`src/rtl/sdm2_guarded_pkg.sv`:
```
// Package: shared types and helpers for the guarded delta-sigma modulator.
// Assumes callers pass a non-negative bound.
package sdm2_guarded_pkg;

    // Recovery action applied when a long run is detected.
    typedef enum logic {
        REC_ZERO = 1'b0,
        REC_CLIP = 1'b1
    } recover_e;

    // Saturate a signed value to [-bound, +bound].
    function automatic logic signed [63:0] sat_sym(input logic signed [63:0] v,
                                                   input logic signed [63:0] bound);
        logic signed [63:0] r;
        r = v;
        if (v > bound)       r = bound;
        else if (v < -bound) r = -bound;
        return r;
    endfunction

endpackage

```
`src/rtl/sdm2_integrator.sv`:
```
// Module: one integrator register of the loop.
// It takes an already formed raw next value (sum) and applies the recovery
// action chosen for this clock, or holds zero when the stage is unused.
// Assumes bound is non-negative and narrower than ACC_W.
module sdm2_integrator
    import sdm2_guarded_pkg::*;
#(
    parameter int ACC_W = 16
) (
    input  logic                    clk,
    input  logic                    rst_n,
    input  logic                    hold_zero,
    input  logic                    recover,
    input  recover_e                rec_mode,
    input  logic [ACC_W-2:0]        bound,
    input  logic signed [ACC_W-1:0] raw_next,
    output logic signed [ACC_W-1:0] acc_q
);

    logic signed [ACC_W-1:0] bnd;
    logic signed [ACC_W-1:0] acc_d;

    // Select the value loaded at the next edge.
    always_comb begin
        bnd   = $signed({1'b0, bound});
        acc_d = raw_next;
        if (recover) begin
            if (rec_mode == REC_CLIP)
                acc_d = ACC_W'(sat_sym(64'(raw_next), 64'(bnd)));
            else
                acc_d = '0;
        end
    end

    // State register with synchronous reset and forced-zero hold.
    always_ff @(posedge clk) begin
        if (!rst_n)         acc_q <= '0;
        else if (hold_zero) acc_q <= '0;
        else                acc_q <= acc_d;
    end

    AST_ZERO_RECOVERY: assert property (@(posedge clk) disable iff (!rst_n)
        (recover && rec_mode == REC_ZERO) |=> (acc_q == '0));
    AST_CLIP_RECOVERY: assert property (@(posedge clk) disable iff (!rst_n)
        (recover && rec_mode == REC_CLIP && !hold_zero) |=>
            (acc_q <= $past(bnd) && acc_q >= -$past(bnd)));
    AST_UNUSED_STAGE_ZERO: assert property (@(posedge clk) disable iff (!rst_n)
        hold_zero |=> (acc_q == '0));

endmodule

```
`src/rtl/sdm2_run_guard.sv`:
```
// Module: run-length watchdog on the output bitstream plus event bookkeeping.
// It measures how long bit_in has held its value. It fires trigger when the
// run reaches the limit (only while enable is high, and never with a zero limit).
// It keeps a sticky flag and a saturating event counter that software clears.
// Assumes bit_in is a registered-state signal that is stable for the whole clock.
module sdm2_run_guard #(
    parameter int CNT_W = 8,
    parameter int EVT_W = 8
) (
    input  logic             clk,
    input  logic             rst_n,
    input  logic             enable,
    input  logic             bit_in,
    input  logic [CNT_W-1:0] limit,
    input  logic             evt_clear,
    output logic             trigger,
    output logic             sticky,
    output logic [EVT_W-1:0] count
);

    localparam logic [CNT_W-1:0] RUN_MAX = '1;
    localparam logic [EVT_W-1:0] EVT_MAX = '1;

    logic [CNT_W-1:0] run_q;
    logic             last_q;
    logic [CNT_W-1:0] cur_len;

    // Length of the run that includes the current clock.
    always_comb begin
        if (run_q != '0 && bit_in == last_q)
            cur_len = (run_q == RUN_MAX) ? RUN_MAX : run_q + 1'b1;
        else
            cur_len = CNT_W'(1);
        trigger = enable && (limit != '0) && (cur_len >= limit);
    end

    // Run bookkeeping; a recovery restarts the count.
    always_ff @(posedge clk) begin
        if (!rst_n) begin
            run_q  <= '0;
            last_q <= 1'b0;
        end else begin
            run_q  <= trigger ? '0 : cur_len;
            last_q <= bit_in;
        end
    end

    // Sticky flag and event counter; a recovery in the clearing clock survives.
    always_ff @(posedge clk) begin
        if (!rst_n) begin
            sticky <= 1'b0;
            count  <= '0;
        end else if (evt_clear) begin
            sticky <= trigger;
            count  <= trigger ? EVT_W'(1) : '0;
        end else if (trigger) begin
            sticky <= 1'b1;
            if (count != EVT_MAX) count <= count + 1'b1;
        end
    end

    AST_FLAG_ON_EVENT: assert property (@(posedge clk) disable iff (!rst_n)
        trigger |=> sticky);
    AST_COUNT_STEP: assert property (@(posedge clk) disable iff (!rst_n)
        (trigger && !evt_clear && count != EVT_MAX) |=> (count == $past(count) + 1'b1));
    AST_CLEAR_WINS_IDLE: assert property (@(posedge clk) disable iff (!rst_n)
        (evt_clear && !trigger) |=> (!sticky && count == '0));
    AST_CLEAR_WITH_EVENT: assert property (@(posedge clk) disable iff (!rst_n)
        (evt_clear && trigger) |=> (sticky && count == EVT_W'(1)));
    AST_GUARD_OFF_FIRST_ORDER: assert property (@(posedge clk) disable iff (!rst_n)
        !enable |=> $stable(sticky) || $past(evt_clear));

endmodule

```
`src/rtl/sdm2_guarded.sv`:
```
// Module: top of the guarded delta-sigma modulator.
// It forms the summing nodes, drives the integrator chain (the first stage
// undelayed into the second), takes the comparator and feedback, and hands
// the bitstream to the run guard. It assumes the configuration stays static
// while a stream runs.
module sdm2_guarded
    import sdm2_guarded_pkg::*;
#(
    parameter int IN_W      = 12,
    parameter int GUARD_BITS = 4,
    parameter int CNT_W     = 8,
    parameter int EVT_W     = 8
) (
    input  logic                           clk,
    input  logic                           rst_n,
    input  logic                           in_valid,
    input  logic signed [IN_W-1:0]         in_sample,
    output logic                           in_ready,
    input  logic                           cfg_order2,
    input  logic                           cfg_recover_clip,
    input  logic [CNT_W-1:0]               cfg_run_limit,
    input  logic [IN_W+GUARD_BITS-2:0]     cfg_clip_bound,
    input  logic                           evt_clear,
    output logic                           bit_out,
    output logic                           unstable_flag,
    output logic [EVT_W-1:0]               unstable_count
);

    localparam int ACC_W   = IN_W + GUARD_BITS;
    localparam int N_STAGE = 2;
    localparam logic signed [ACC_W-1:0] FS_POS = ACC_W'(1) << (IN_W - 1);
    localparam logic signed [ACC_W-1:0] FS_NEG = -FS_POS;

    logic signed [ACC_W-1:0] x_ext;
    logic signed [ACC_W-1:0] fb;
    logic signed [ACC_W-1:0] acc   [N_STAGE];
    logic signed [ACC_W-1:0] raw   [N_STAGE];
    logic signed [ACC_W-1:0] cmp_src;
    logic                    recover;
    recover_e                rec_mode;

    assign in_ready = 1'b1;
    assign rec_mode = recover_e'(cfg_recover_clip);

    // Input qualification and 1-bit DAC feedback.
    always_comb begin
        x_ext = in_valid ? {{GUARD_BITS{in_sample[IN_W-1]}}, in_sample} : '0;
        fb    = bit_out ? FS_POS : FS_NEG;
    end

    // Summing nodes: stage 1 takes the sample, stage 2 takes stage 1's undelayed sum.
    always_comb begin
        raw[0] = acc[0] + x_ext - fb;
        raw[1] = acc[1] + raw[0] - fb;
    end

    // Comparator on the last active stage.
    always_comb begin
        cmp_src = cfg_order2 ? acc[1] : acc[0];
        bit_out = ~cmp_src[ACC_W-1];
    end

    for (genvar g = 0; g < N_STAGE; g++) begin : g_stage
        sdm2_integrator #(.ACC_W(ACC_W)) u_int (
            .clk      (clk),
            .rst_n    (rst_n),
            .hold_zero((g == 0) ? 1'b0 : ~cfg_order2),
            .recover  (recover),
            .rec_mode (rec_mode),
            .bound    (cfg_clip_bound),
            .raw_next (raw[g]),
            .acc_q    (acc[g])
        );
    end

    sdm2_run_guard #(.CNT_W(CNT_W), .EVT_W(EVT_W)) u_guard (
        .clk      (clk),
        .rst_n    (rst_n),
        .enable   (cfg_order2),
        .bit_in   (bit_out),
        .limit    (cfg_run_limit),
        .evt_clear(evt_clear),
        .trigger  (recover),
        .sticky   (unstable_flag),
        .count    (unstable_count)
    );

    AST_ZERO_GIVES_ONE: assert property (@(posedge clk) disable iff (!rst_n)
        (recover && rec_mode == REC_ZERO) |=> bit_out);
    AST_READY_HIGH: assert property (@(posedge clk) disable iff (!rst_n)
        in_ready);

endmodule

```
`config.mk`:
```
export PLATFORM = sky130hd
export DESIGN_NAME = sdm2_guarded
export DESIGN_NICKNAME = d
export VERILOG_FILES = /design/src/rtl/sdm2_guarded_pkg.sv /design/src/rtl/sdm2_integrator.sv /design/src/rtl/sdm2_run_guard.sv /design/src/rtl/sdm2_guarded.sv
export SDC_FILE = /design/constraint.sdc
export NUM_CORES = 1
export LEC_CHECK = 0
export ABC_AREA = 1
export BUFFER_PORTS_ARGS = -buffer_cell sky130_fd_sc_hd__buf_2
export CAP_MARGIN = 25
export CORE_MARGIN = 5
export CORE_UTILIZATION = 63
export CTS_CLUSTER_DIAMETER = 120
export CTS_CLUSTER_SIZE = 25
export DETAILED_ROUTE_END_ITERATION = 16
export PLACE_DENSITY = 0.92
export SLEW_MARGIN = 20
export SYNTH_ARGS = -nofsm -noshare
export SYNTH_HDL_FRONTEND = slang
export SYNTH_SLANG_ARGS = --single-unit
export TNS_END_PERCENT = 50
```
`constraint.sdc`:
```
create_clock -name clk -period 8.8 [get_ports clk]
set_input_delay 0.88 -clock clk [delete_from_list [all_inputs] [get_ports clk]]
set_output_delay 0.88 -clock clk [all_outputs]
set_load 0.02 [all_outputs]
```
==> Yosys cells after proc, flatten, opt, wreduce, memory -nomap -nowiden <==
Index checks and enable logic that the tools add are counted.
{ "word_totals": {"reg_bits": 50, "latchBits": 0, "mem_bits_rw": 0, "romBits": 0, "inputBits": 41, "word_cells": 52, "n_memories": 0} }
{ "op_classes": {"add_sub_neg": 7, "multipliers": 0, "div": 0, "magnitude_cmp": 5, "n_eq_ne": 3, "n_shift": 0, "muxes": 19, "bitwise": 2, "reduce_logical": 10} }
{ "op_table": {"columns": ["operator", "n"], "rows": [
  ["2-to-1 mux 16 bit", 11],
  ["less-than comparator 16 x 64 -> 1 bit", 2],
  ["negator 15 -> 64 bit", 1],
  ["2-to-1 mux 8 bit", 5],
  ["adder 16 bit", 2],
  ["greater-than comparator 16 bit", 2],
  ["subtractor 16 bit", 2],
  ["adder 8 x 1 -> 8 bit, second input constant", 2],
  ["nonzero test 8 bit", 2],
  ["equality test 8 bit, second input constant", 1],
  [">= comparator 8 bit", 1],
  ["inequality test 8 bit, second input constant", 1],
  ["AND reduction 2 bit", 2],
  ["nonzero test 2 bit", 2],
  ["logical AND 1 bit", 3],
  ["2-to-1 mux 1 bit", 3],
  ["inverter 1 bit", 2],
  ["OR reduction 2 bit", 1],
  ["equality test 1 bit", 1]
]} }

==> Longest topological paths before layout <==
{ "logic_depth": {"depth_word": 10, "ltp_mapped": 41, "mapped_depth_nobuf": 39} }

==> Cells and area by module <==
Synthesis repeated with hierarchy kept, for this count alone.
{ "hier_totals": {"cells_unflattened": 1360, "hier_area_um2": 8454.4} }
{ "modules_own_cells": {"columns": ["module", "n_inst", "cells_per_inst", "area_per_inst_um2", "seq_area_each_um2"], "rows": [
  ["sdm2_integrator", 2, 395, 2427.3, 320.3],
  ["sdm2_guarded", 1, 378, 2307.2, 0.0],
  ["sdm2_run_guard", 1, 192, 1292.5, 360.3]
]} }

==> Worst setup path after synthesis <==
No wires, ideal clock.
{ "synth_path": {"path_type": "input to register", "from": "in cfg_order2", "to": "reg g_stage[1].u_int.acc_q[12]", "arrival_ns": 6.364, "t_required_ns": 8.668, "setup_slack_ns": 2.304, "path_stages": 37, "path_buffers": 3, "path_cell_list": "inv_2 or2_1 o21a_4 inv_1 fa_1 ha_1 inv_1 nor3_1 a21oi_1 nand2_1 xnor2_1 inv_1 fa_1 ha_1 nand2_1 nor2_1 inv_1 o21a_1 o21ai_1 nand3_2 nand2_4 buf_2 inv_1 ha_1 buf_4 nand2_1 nor3_1 nand3_1 a21oi_1 nor2_2 nand2_1 nand2_1 buf_2 nand3_1 nand3_1 nand3_1 a21oi_1"} }
{ "synth_rtl": {"columns": ["item", "line", "rtl"], "rows": [
  ["start: declaration", "sdm2_guarded.sv:19", "input logic cfg_order2,"],
  ["2-to-1 mux 16 bit", "sdm2_guarded.sv:59", "cmp_src = cfg_order2 ? acc[1] : acc[0];"],
  ["inverter 1 bit", "sdm2_guarded.sv:60", "bit_out = ~cmp_src[ACC_W-1];"],
  ["via bit_out", "sdm2_guarded.sv:24", "output logic bit_out,"],
  ["equality test 1 bit", "sdm2_run_guard.sv:30", "if (run_q != '0 && bit_in == last_q)"],
  ["logical AND 1 bit", "sdm2_run_guard.sv:30", null],
  ["2-to-1 mux 8 bit", "sdm2_run_guard.sv:30", null],
  [">= comparator 8 bit", "sdm2_run_guard.sv:34", "trigger = enable && (limit != '0) && (cur_len >= limit);"],
  ["logical AND 1 bit", "sdm2_run_guard.sv:34", null],
  ["2-to-1 mux 16 bit", "sdm2_integrator.sv:27", "if (recover) begin"],
  ["end signal: assignment", "sdm2_integrator.sv:37", "if (!rst_n) acc_q <= '0;"],
  ["end signal: assignment", "sdm2_integrator.sv:38", "else if (hold_zero) acc_q <= '0;"],
  ["end signal: assignment", "sdm2_integrator.sv:39", "else acc_q <= acc_d;"],
  ["end: declaration", "sdm2_integrator.sv:17", "output logic signed [ACC_W-1:0] acc_q"]
]} }
The timed path passes the listed nets, and every way through them passes these cells.
A chain may end at the register's enable or synchronous reset.

==> Worst setup path after layout <==
{ "layout_path": {"from": "in cfg_order2", "to": "reg g_stage[1].u_int.acc_q[6]"} }
{ "layout_via": {"elab_chain_cells": 10} }
{ "layout_rtl": {"columns": ["item", "line", "rtl"], "rows": [
  ["2-to-1 mux 16 bit", "sdm2_guarded.sv:59", null],
  ["2-to-1 mux 16 bit", "sdm2_guarded.sv:48", "fb = bit_out ? FS_POS : FS_NEG;"],
  ["subtractor 16 bit", "sdm2_guarded.sv:53", "raw[0] = acc[0] + x_ext - fb;"],
  ["adder 16 bit", "sdm2_guarded.sv:54", "raw[1] = acc[1] + raw[0] - fb;"],
  ["subtractor 16 bit", "sdm2_guarded.sv:54", null],
  ["less-than comparator 16 x 64 -> 1 bit", "sdm2_guarded_pkg.sv:17", "else if (v < -bound) r = -bound;"],
  ["2-to-1 mux 16 bit", "sdm2_guarded_pkg.sv:17", null],
  ["2-to-1 mux 16 bit", "sdm2_guarded_pkg.sv:16", "if (v > bound) r = bound;"],
  ["2-to-1 mux 16 bit", "sdm2_integrator.sv:28", "if (rec_mode == REC_CLIP)"],
  ["2-to-1 mux 16 bit", "sdm2_integrator.sv:27", null]
]} }
Parallel ways exist; a longest one is shown, timed or not.

==> out/metrics.csv <==
metric,value,unit
dp_hpwl,16.7,mm
rsz0062_at_grt,no,
postCtsSetupRepairBufs,0,
maxCapViolCount,0,
synth_area,7670,sq um
fillCellCount,1022,
drt_iter0_drc,1052,
rows,40,
synth_edf_count,0,
die_w,120,um
fin_crit,7330,ps
io_pins,52,
avgViaCountPerCell,5.84,
synthTopCellsByCount,"nand2_1, inv_1, ha_1, nand3_1, a21oi_1",
die_h,120,um
area_growth,6.03,%
multiInputGateArea,5730,sq um
yosysSeqAreaShare,13.0,%
die-area,14500,sq um
drv_slew,0,
yosysMostFrequentCell,nand2_1,
hold_viol_final,0,
worstSetupPathType,primary input to flop,
skew,5.37,ps
drive_above_1_share,7.49,%
syn_inst,1206,
setup_viol,0,
critPathCaptureType,flop,
synth_cell_types,45,
final_antenna_net_count,0,
cp_slowest_cell,nand3_1,
htree_num_levels,2,
clkTransAtPathRegs,80,ps
initial_core_util,64.1,%
cts_resized,0,
yosysTopAreaCell,ha_1,
slew_headroom,36.0,%
synth_area_leaders,"ha_1, nand2_1, dfxtp_1",
grt_start_max_net_pins,22,
grt-ovfl-total,0,
hold_buffers,0,
numCtsBuffers,5,
synth_top_flop_cell,dfxtp_1,
synth_top_area_share,24.5,%
cp.arrival,7490,ps
outcome,"complete, no violations",
ys_seq_elements,50,
yosys_warnings,0,
vias,8107,
fin_setup_tns,0,ps
wl,20.8,mm
portBuffers,50,
cts.sinks,50,
final.setup.worst_slack,1470,ps
fmax,136,MHz
syn_area_per_cell,6.36,sq um
track_usage,28.7,%
crit_required,8960,ps
wl_per_cell,15.0,um
antennaDiodeCount,0,
pre_cts_ws,1380,ps
coreArea,12000,sq um
cts_buffer_depth,2,
syn-num-nets,1403,
grt_pass1_wl,34.9,mm
nets,1437,
tightestPinTransition,957,ps
clkLatencyLatePin,300,ps
hp-class,flop to flop,
gp_congestion,0.969,
grt_antenna_before_repair,0,
cts_tree,done,
post-route-period-util,83.3,%
grt_pass1_vias,7633,
cpMostUsedCell,inv_1,
crit_path_start_kind,primary input,
crit_fanout,18,
slowest_delay,540,ps
seqCellArea,1000,sq um
drc,0,
first_pass_iters,6,
root_buffer,clkbuf_16,
synthArstFlopShare,0,%
==> worst paths after layout <==
kind / end / start / slack, ps / cells past startpoint
max: g_stage[1].u_int.acc_q[6] / cfg_order2 / 1470 / 35
min: u_guard.sticky / u_guard.sticky / 460 / 2
max reg2reg: g_stage[1].u_int.acc_q[6] / g_stage[1].u_int.acc_q[15] / 1820 / 33
min reg2reg: u_guard.sticky / u_guard.sticky / 460 / 2
==> logic make-up (layout without fill, tap and decap cells) <==
| logic type | count (synthesis) | after routing | synth area share, % |
|---|---|---|---|
| AOI/OAI and AO/OA | 165 | 165 | 11.8 |
| xor gates and xnor gates | 37 | 37 | 4.57 |
| adders and majority gates | 156 | 156 | 26.0 |
| buffers and inverters | 240 | 275 | 12.2 |
| DFF | 50 | 50 | 13.0 |
| other | 1 | 1 | 0.0489 |
| and+or+nand+nor | 557 | 557 | 32.3 |
==> cell type report <==
cell class	count	area share, %
multi-input combinational	916	70.5
sequential	50	12.3
inverter	216	9.97
timing repair buffer	51	3.17
tap	147	2.26
clock buffer	5	1.54
clock inverter	3	0.308
==> worst max-delay path, delay by kind of cell <==
kind            cells  cell delay [ps]
buf+inv             8             1200
compound gates      7              860
xor+xnor            1              170
simple gates       14             2400
fa+ha+maj           5             1930
==> cell usage in the layout, fill, tap and decap left out, types with 8 or more instances in the layout <==
master	synthesis	final
xor2_1	23	23
nor4_1	8	8
a21oi_1	103	103
inv_1	209	209
o21ai_0	31	31
nand3_1	128	128
nor2_1	69	69
nand4_1	17	17
dfxtp_1	50	50
ha_1	150	150
nor3_1	33	33
nand2_1	277	277
xnor2_1	12	12
buf_2	10	50
==> metal layers <==
layer	track usage [%]	routed length (um)	up-vias
met1	38.1	8940	3636
met5	0	0	-
met3	4.12	1860	69
li1	-	-	4031
met2	47.9	9360	371
met4	9.07	655	0
==> state kept, by name, indices dropped and copies added, names as in the netlist <==
register	cells
u_guard.last_q	1
u_guard.run_q	8
u_guard.count	8
g_stage.u_int.acc_q	32
u_guard.sticky	1
==> through the flow <==
stage | utilization [%] | hold slack [ps] | cell area, sq um | cells
finish | 68.0 | 462 | 8140 | 1388
global route | 68.0 | 498 | 8140 | 1388
CTS | 68.0 | 464 | 8140 | 1388
detailed placement | 66.8 | 446 | 7990 | 1380
global placement | 66.8 | 452 | 7990 | 1380
floorplan | - | 546 | 7670 | 1206
Power is left out: the tool's default activity adds up to more than one toggle a clock period on the data nets, which glitch-free logic cannot reach.
